## config.mk

```make
export PLATFORM = sky130hd
export DESIGN_NAME = wdog_unlock
export DESIGN_NICKNAME = d
export VERILOG_FILES = /design/src/rtl/wdog_pkg.sv /design/src/rtl/wdog_tick_ctr.sv /design/src/rtl/wdog_key_seq.sv /design/src/rtl/wdog_req_gen.sv /design/src/rtl/wdog_unlock.sv
export SDC_FILE = /design/constraint.sdc
export NUM_CORES = 1
export LEC_CHECK = 0
export ABC_AREA = 0
export CORE_ASPECT_RATIO = 0.75
export CORE_MARGIN = 2
export CORE_UTILIZATION = 45
export CTS_CLUSTER_DIAMETER = 200
export DETAILED_ROUTE_END_ITERATION = 8
export GPL_TIMING_DRIVEN = 0
export PLACE_DENSITY = 0.77
export SLEW_MARGIN = 20
export SYNTH_ARGS = -nofsm -noshare
export SYNTH_HDL_FRONTEND = slang
export SYNTH_HIERARCHICAL = 1
export SYNTH_SLANG_ARGS = --single-unit
export TNS_END_PERCENT = 30
```

## constraint.sdc

```tcl
create_clock -name clk -period 1.24 [get_ports clk]
set_input_delay 0.248 -clock clk [delete_from_list [all_inputs] [get_ports clk]]
set_output_delay 0.248 -clock clk [all_outputs]
set_load 0.03 [all_outputs]
```

## src/rtl/wdog_pkg.sv

```systemverilog
package wdog_pkg;
  localparam int DATA_W = 8;
  localparam logic [DATA_W-1:0] KEY_FIRST  = 8'h55;
  localparam logic [DATA_W-1:0] KEY_SECOND = 8'hAA;
  localparam logic [DATA_W-1:0] FLAG_CLEAR = 8'h00;
  localparam int EN_BIT   = 1;
  localparam int FLAG_BIT = 0;

  typedef enum logic {
    KEY_IDLE  = 1'b0,
    KEY_ARMED = 1'b1
  } key_state_e;
endpackage

```

## src/rtl/wdog_tick_ctr.sv

```systemverilog
module wdog_tick_ctr #(
  parameter int TIMEOUT = 65536
) (
  input  logic                                   clk,
  input  logic                                   rst_n,
  input  logic                                   clr,
  output logic [((TIMEOUT > 1) ? $clog2(TIMEOUT) : 1)-1:0] cnt,
  output logic                                   expire
);
  localparam int CW = (TIMEOUT > 1) ? $clog2(TIMEOUT) : 1;
  localparam logic [CW-1:0] LAST = CW'(TIMEOUT - 1);

  logic [CW-1:0] cnt_d;

  assign expire = (cnt == LAST);

  always_comb begin
    if (clr || expire) cnt_d = '0;
    else               cnt_d = cnt + 1'b1;
  end

  always_ff @(posedge clk or negedge rst_n) begin
    if (!rst_n) cnt <= '0;
    else        cnt <= cnt_d;
  end
endmodule

```

## src/rtl/wdog_key_seq.sv

```systemverilog
module wdog_key_seq
  import wdog_pkg::*;
(
  input  logic              clk,
  input  logic              rst_n,
  input  logic              abort,
  input  logic              key_wr,
  input  logic [DATA_W-1:0] key_data,
  output logic              svc_clr
);
  key_state_e st_q, st_d;

  assign svc_clr = key_wr && (st_q == KEY_ARMED) && (key_data == KEY_SECOND);

  always_comb begin
    st_d = st_q;
    if (abort)       st_d = KEY_IDLE;
    else if (key_wr) st_d = (key_data == KEY_FIRST) ? KEY_ARMED : KEY_IDLE;
  end

  always_ff @(posedge clk or negedge rst_n) begin
    if (!rst_n) st_q <= KEY_IDLE;
    else        st_q <= st_d;
  end
endmodule

```

## src/rtl/wdog_req_gen.sv

```systemverilog
module wdog_req_gen #(
  parameter int REQ_CYC = 4
) (
  input  logic clk,
  input  logic rst_n,
  input  logic start,
  output logic req
);
  localparam int RW = $clog2(REQ_CYC + 1);

  logic [RW-1:0] left_q, left_d;
  logic          left_en;

  assign req     = (left_q != '0);
  assign left_en = start || req;

  always_comb begin
    if (start) left_d = RW'(REQ_CYC);
    else       left_d = left_q - 1'b1;
  end

  always_ff @(posedge clk or negedge rst_n) begin
    if (!rst_n)       left_q <= '0;
    else if (left_en) left_q <= left_d;
  end
endmodule

```

## src/rtl/wdog_unlock.sv

```systemverilog
module wdog_unlock
  import wdog_pkg::*;
#(
  parameter int              TIMEOUT   = 65536,
  parameter int              REQ_CYC   = 4,
  parameter int              ADDR_W    = 8,
  parameter logic [ADDR_W-1:0] RST_ADDR  = 8'h1D,
  parameter logic [ADDR_W-1:0] STAT_ADDR = 8'h1E
) (
  input  logic              clk,
  input  logic              por_n,
  input  logic              sys_rst,
  input  logic              dev_mode,
  input  logic              slow_det,
  input  logic              bus_wr,
  input  logic [ADDR_W-1:0] bus_addr,
  input  logic [7:0]        bus_wdata,
  output logic [7:0]        bus_rdata,
  output logic              cop_rst_req
);
  localparam int CW = (TIMEOUT > 1) ? $clog2(TIMEOUT) : 1;

  logic [1:0]    sync_q;
  logic          rst_s;
  logic [CW-1:0] tick_cnt;
  logic          tick_expire;
  logic          svc_clr;
  logic          wr_rst, wr_stat, any_rst;
  logic          wd_hit, slow_hit, req_start;
  logic          wde_q, wde_d, wde_en;
  logic          wdf_q, wdf_d, wdf_en;
  logic          slow_dis_q;

  // power-on reset: asynchronous assertion, synchronous release
  always_ff @(posedge clk or negedge por_n) begin
    if (!por_n) sync_q <= 2'b00;
    else        sync_q <= {sync_q[0], 1'b1};
  end
  assign rst_s = sync_q[1];

  assign wr_rst    = bus_wr && (bus_addr == RST_ADDR);
  assign wr_stat   = bus_wr && (bus_addr == STAT_ADDR);
  assign any_rst   = sys_rst || cop_rst_req;
  assign wd_hit    = tick_expire && wde_q && !sys_rst;
  assign slow_hit  = slow_det && !dev_mode && !slow_dis_q;
  assign req_start = (wd_hit || slow_hit) && !cop_rst_req;

  wdog_tick_ctr #(.TIMEOUT(TIMEOUT)) u_ctr (
    .clk    (clk),
    .rst_n  (rst_s),
    .clr    (any_rst || svc_clr),
    .cnt    (tick_cnt),
    .expire (tick_expire)
  );

  wdog_key_seq u_key (
    .clk      (clk),
    .rst_n    (rst_s),
    .abort    (any_rst),
    .key_wr   (wr_rst),
    .key_data (bus_wdata),
    .svc_clr  (svc_clr)
  );

  wdog_req_gen #(.REQ_CYC(REQ_CYC)) u_req (
    .clk   (clk),
    .rst_n (rst_s),
    .start (req_start),
    .req   (cop_rst_req)
  );

  // enable bit: forced on by any reset, writable only in development mode
  always_comb begin
    wde_en = any_rst || (wr_stat && dev_mode);
    wde_d  = any_rst ? 1'b1 : bus_wdata[EN_BIT];
  end

  // expiry flag: set by watchdog expiry, cleared by key register write of zero
  always_comb begin
    wdf_en = (wd_hit && req_start) || (wr_rst && (bus_wdata == FLAG_CLEAR));
    wdf_d  = wd_hit && req_start;
  end

  always_ff @(posedge clk or negedge rst_s) begin
    if (!rst_s) begin
      wde_q      <= 1'b1;
      wdf_q      <= 1'b0;
      slow_dis_q <= 1'b0;
    end else begin
      if (wde_en)   wde_q      <= wde_d;
      if (wdf_en)   wdf_q      <= wdf_d;
      if (dev_mode) slow_dis_q <= 1'b1;
    end
  end

  always_comb begin
    bus_rdata = '0;
    if (bus_addr == STAT_ADDR) begin
      bus_rdata[EN_BIT]   = wde_q;
      bus_rdata[FLAG_BIT] = wdf_q;
    end
  end
endmodule

```

# ---- After elaboration in Yosys (flattened, before gate mapping)
# Cells that the tools add are included.
dict set report totals {
  latch_bits 0
  rom_bits 0
  inputBits 22
  wordCells 47
  memories 0
  out_inout_bits 9
  register_bits 25
  ram_bits 0
}
dict set report op_classes {
  muxes 7
  n_bitwise 0
  div_mod_pow 0
  multipliers 0
  add_sub_neg 2
  n_lt_le_gt_ge 0
  shift 0
  n_eq_ne 5
  n_reduce_logical 26
}
# operator n
set ops {}
lappend ops {{adder 16 x 1 -> 16 bit (second input constant)} 1}
lappend ops {{== test 16 bit (second input constant)} 1}
lappend ops {{== test 8 x 5 -> 1 bit (second input constant)} 2}
lappend ops {{2-to-1 mux 16 bit} 1}
lappend ops {{logical AND 1 bit} 12}
lappend ops {{== test 8 x 7 -> 1 bit (second input constant)} 1}
lappend ops {{== test 8 bit (second input constant)} 1}
lappend ops {{logical NOT 8 bit} 1}
lappend ops {{logical OR 1 bit} 7}
lappend ops {{logical NOT 1 bit} 4}
lappend ops {{2-to-1 mux 1 bit} 4}
lappend ops {{2-to-1 mux 3 bit} 1}
lappend ops {{nonzero test 3 bit} 1}
lappend ops {{subtractor 3 x 1 -> 3 bit (second input constant)} 1}
lappend ops {{2-to-1 mux 2 bit} 1}
lappend ops {{nonzero test 2 bit} 1}

# ---- Logic depth before layout (Yosys ltp)
dict set report depth {
  ltp_word 7
  depth_mapped 8
}

# ---- Hierarchy
# The synthesis kept the hierarchy.
# module seq_area_each_um2 area_each_um2 cells_per_inst instances
set by_module_without_submodules {}
lappend by_module_without_submodules {wdog_tick_ctr 400.4 823.3 78 1}
lappend by_module_without_submodules {wdog_unlock 126.4 345.3 40 1}
lappend by_module_without_submodules {wdog_req_gen 75.1 177.7 16 1}
lappend by_module_without_submodules {wdog_key_seq 25.0 97.6 10 1}

# ---- Worst setup path before layout
# OpenSTA, ideal clock, no wires.
dict set report synth_timing {
  path_type {input-to-reg}
  from {in bus_addr[5]}
  to {reg u_ctr/cnt[10] in the netlist's numbering}
  path_stages 8
  slack_ns -0.742
  required_time_ns 1.121
  arrival_time_ns 1.863
  n_path_buf 1
  setup_ns 0.119
  cell_sequence {or4b_4 -> nor3_1 -> nand4b_1 -> nor4b_1 -> or3_1 -> or2_4 -> buf_8 -> nor2_1}
}
dict set report synth_via {
  elab_chain_cells 7
}
# item line
set synth_rtl {}
lappend synth_rtl {{start, declared} wdog_unlock.sv:16} ;# input logic [ADDR_W-1:0] bus_addr,
lappend synth_rtl {{== test 8 x 5 -> 1 bit} wdog_unlock.sv:41} ;# assign wr_rst = bus_wr && (bus_addr == RST_ADDR);
lappend synth_rtl {{logical AND 1 bit} wdog_unlock.sv:41}
lappend synth_rtl {{net wr_rst} wdog_unlock.sv:28} ;# logic wr_rst, wr_stat, any_rst;
lappend synth_rtl {{logical AND 1 bit (2 in a row)} wdog_key_seq.sv:13} ;# assign svc_clr = key_wr && (st_q == KEY_ARMED) && (key_data == KEY_SECOND);
lappend synth_rtl {{net svc_clr} wdog_unlock.sv:27} ;# logic svc_clr;
lappend synth_rtl {{logical OR 1 bit} wdog_unlock.sv:51} ;# .clr (any_rst || svc_clr),
lappend synth_rtl {{logical OR 1 bit} wdog_tick_ctr.sv:18} ;# if (clr || expire) cnt_d = '0;
lappend synth_rtl {{2-to-1 mux 16 bit} wdog_tick_ctr.sv:18}
lappend synth_rtl {{net u_ctr.cnt_d[10]} wdog_tick_ctr.sv:13} ;# logic [CW-1:0] cnt_d;
lappend synth_rtl {{end signal, assigned} wdog_tick_ctr.sv:24} ;# else cnt <= cnt_d;
lappend synth_rtl {{end, declared} wdog_tick_ctr.sv:7} ;# output logic [((TIMEOUT > 1) ? $clog2(TIMEOUT) : 1)-1:0] cnt,
# The timed path passes the listed nets, and every way through them passes these cells.
# A chain may end at the register's enable or synchronous reset.

# ---- Worst setup path after layout
dict set report layout_timing {
  from {in bus_addr[6]}
  to {reg u_ctr/cnt[14] in the netlist's numbering}
}
# The elaborated chain is that of the path after synthesis.

==> impl_metrics.tcl <==
set metrics [dict create \
    status "finished with violations" \
    violations "setup timing" \
    reg2reg_depth 7 \
    hold_ws_ps 134 \
    place.gp.congestion 0.816 \
    antenna_found_initial 0 \
    dieArea_mm2 0.00368 \
    cp_max_fo 5 \
    cts-htree-levels 1 \
    rsz0062_at_grt "true" \
    rows 17 \
    cp.required_ps 1400 \
    die_width_um 69.4 \
    placedCellCount 211 \
    setup_viol 25 \
    drv_cap 0 \
    dr.first_iter.drc_count 76 \
    r2r-end "u_req/left_q[0]$_DFFE_PN0P_" \
    p_per_area_mw_per_mm2 1110 \
    grt.total_usage_pct 21.1 \
    cp-start-kind "input port" \
    ff2ff_setup_slack_ps -630 \
    syn_area_mm2 0.00144 \
    via_count 1238 \
    arrival_ps 2060 \
    finalNetCount 211 \
    root_buffer "clkbuf_8" \
    synth_seq_area_share_pct 43.4 \
    first_pass_iters 4 \
    synth_edf_count 0 \
    dpl_worst_slack_ps -1310 \
    fin_setup_tns_ps -12030 \
    fp.coreArea_mm2 0.00300 \
    wl_per_cell_um 16.4 \
    die_y_um 53.1 \
    finalHoldViolations 0 \
    relSlewSlack_pct 37.1 \
    endpoint "u_ctr/cnt[14]$_DFF_PN0_" \
    port_buffers 24 \
    cts_tree "done" \
    diodes 0 \
    grt_pass1_wl_mm 5.91 \
    instances_no_fill 223 \
    via_per_inst 5.55 \
    hp-class "in2async" \
    period_minus_slack_ps 1900 \
    area_delta_synth_final_pct 38.8 \
    total_power_mw 2.22 \
    drv_slew 0 \
    yosys_warnings 6 \
    clk_pin_slew_worst_paths_ps 80 \
    setup.worst_path.end_class "flop" \
    synth_cell_types 41 \
    post_synth.cell_area_avg_um2 10.0 \
    worstReg2RegStart "u_ctr/cnt[1]$_DFF_PN0_" \
    start_util_pct 48.1 \
    dpl_cell_area_mm2 0.00177 \
    gr-total-overflow 0 \
    totalWireLength_mm 3.66 \
    clk_latency_ps 270 \
    dpl.hpwl_mm 2.32 \
    design_area_mm2 0.00200 \
    min_period_over_period_pct 153 \
    worst_pin_slew_ps 943 \
    final_common_cell "dfrtp_1" \
    cts_max_path_buffers 2 \
    ios 31 \
    first_global_vias 1236 \
    finalWorstSetupSlack_ps -661 \
    worstSetupStartpoint "bus_addr[6]" \
    numCtsBuffers 3 \
    synthArstFlopShare_pct 100 \
    fillers 214 \
    fmaxAchievable_mhz 526 \
    drcViolationCount 0 \
    timing_worst_setup_path_type "in2reg" \
    postRouteAntennaNets 0 \
    ys_ff_latch 25 \
    grt_start_max_net_pins 24 \
    fin_skew_ps 6.41 \
    final_util_pct 66.8 \
    clock_sinks 25 \
    drive_gt1_share_pct 29.2 \
    power_leakage_nw 0.804 \
    vdd_drop_max_v 0.000921 \
    synthCells 144 \
    synth_ff_type "dfrtp_1" \
    layout_common_cells "23 x dfrtp_1, 17 x nor2_1, 12 x buf_4, 12 x clkdlybuf4s50_1, 12 x xnor2_1" \
]
## worst min path at each step
stage,to,cells after the start
finish,sync_q[0]$_DFF_PN0_,1
detailed placement,sync_q[1]$_DFF_PN0_,0
global placement,sync_q[1]$_DFF_PN0_,0
floorplan,sync_q[0]$_DFF_PN0_,0
CTS,sync_q[0]$_DFF_PN0_,1
global route,sync_q[0]$_DFF_PN0_,1
## layer usage
| layer | global-route usage (%) | up-vias | wire (µm) |
|---|---|---|---|
| met3 | 4.57 | 5 | 147 |
| met4 | 6.86 | 0 | 35 |
| met2 | 37.5 | 34 | 1860 |
| met5 | 0 | - | 0 |
| met1 | 26.0 | 629 | 1620 |
| li1 | - | 570 | - |
## where the power goes
group	internal [mW]	total, mW	switching (mW)
Sequential	0.881	0.948	0.0670
Combinational	0.413	0.795	0.382
Clock	0.230	0.476	0.246
Total	1.52	2.22	0.695
## cells in the mapped netlist, types with 3 or more instances
master,count,area share [%]
nand2_1,6,1.6
buf_4,6,3.1
ha_1,3,2.6
nor3_1,6,2.1
nand4b_1,4,2.4
nor4_1,5,2.2
nand3_1,5,1.7
inv_1,8,2.1
nor2_1,25,6.5
xnor2_1,12,7.3
dfrtp_1,24,42
nand4_1,3,1.3
## what timing repair did
| action | 4_1_cts | 5_1_grt |
|---|---|---|
| gates resized for setup | 56 | 10 |
| pin swaps | 18 | 10 |
| setup endpoints to repair | 25 | 25 |
| hold buffers | 0 | 0 |
| gates cloned | 1 | 0 |
| setup buffers | 7 | 2 |
## worst max-delay path, cell delays in order
cell	delay, ps
buf_6	90
or4b_4	550
nor3_4	160
nand4b_1	170
nor4b_2	260
or3_4	180
or2_4	140
buf_12	110
buf_12	130
nor2_4	30
## state kept, by name, summed over array words and instances (netlist names)
| name | count |
|---|---|
| sync_q | 2 |
| u_ctr/cnt | 16 |
| u_req/left_q | 3 |
| wde_q | 1 |
| wdf_q | 1 |
| slow_dis_q | 1 |
| u_key/st_q | 1 |
## cell type report
cell class / count / area (µm²) / area share, %
plain buffers: 7 / 65.1 / 3.25
clock buffers: 4 / 45.0 / 2.25
inverters: 8 / 30.0 / 1.50
multi-input cells: 109 / 867 / 43.3
flip-flops and latches: 25 / 628 / 31.3
well taps: 38 / 47.5 / 2.37
repair buffers: 32 / 322 / 16.0
## cell families after synthesis
logic type	synth area share, %
and+or+nand+nor	34.1
DFF	43.4
buffers and inverters	6.24
xor gates and xnor gates	8.49
AOI/OAI and AO/OA	3.90
adders and majority gates	2.60
other	0.520
muxes	0.780
Note: power is estimated with default switching activity, not from simulation.
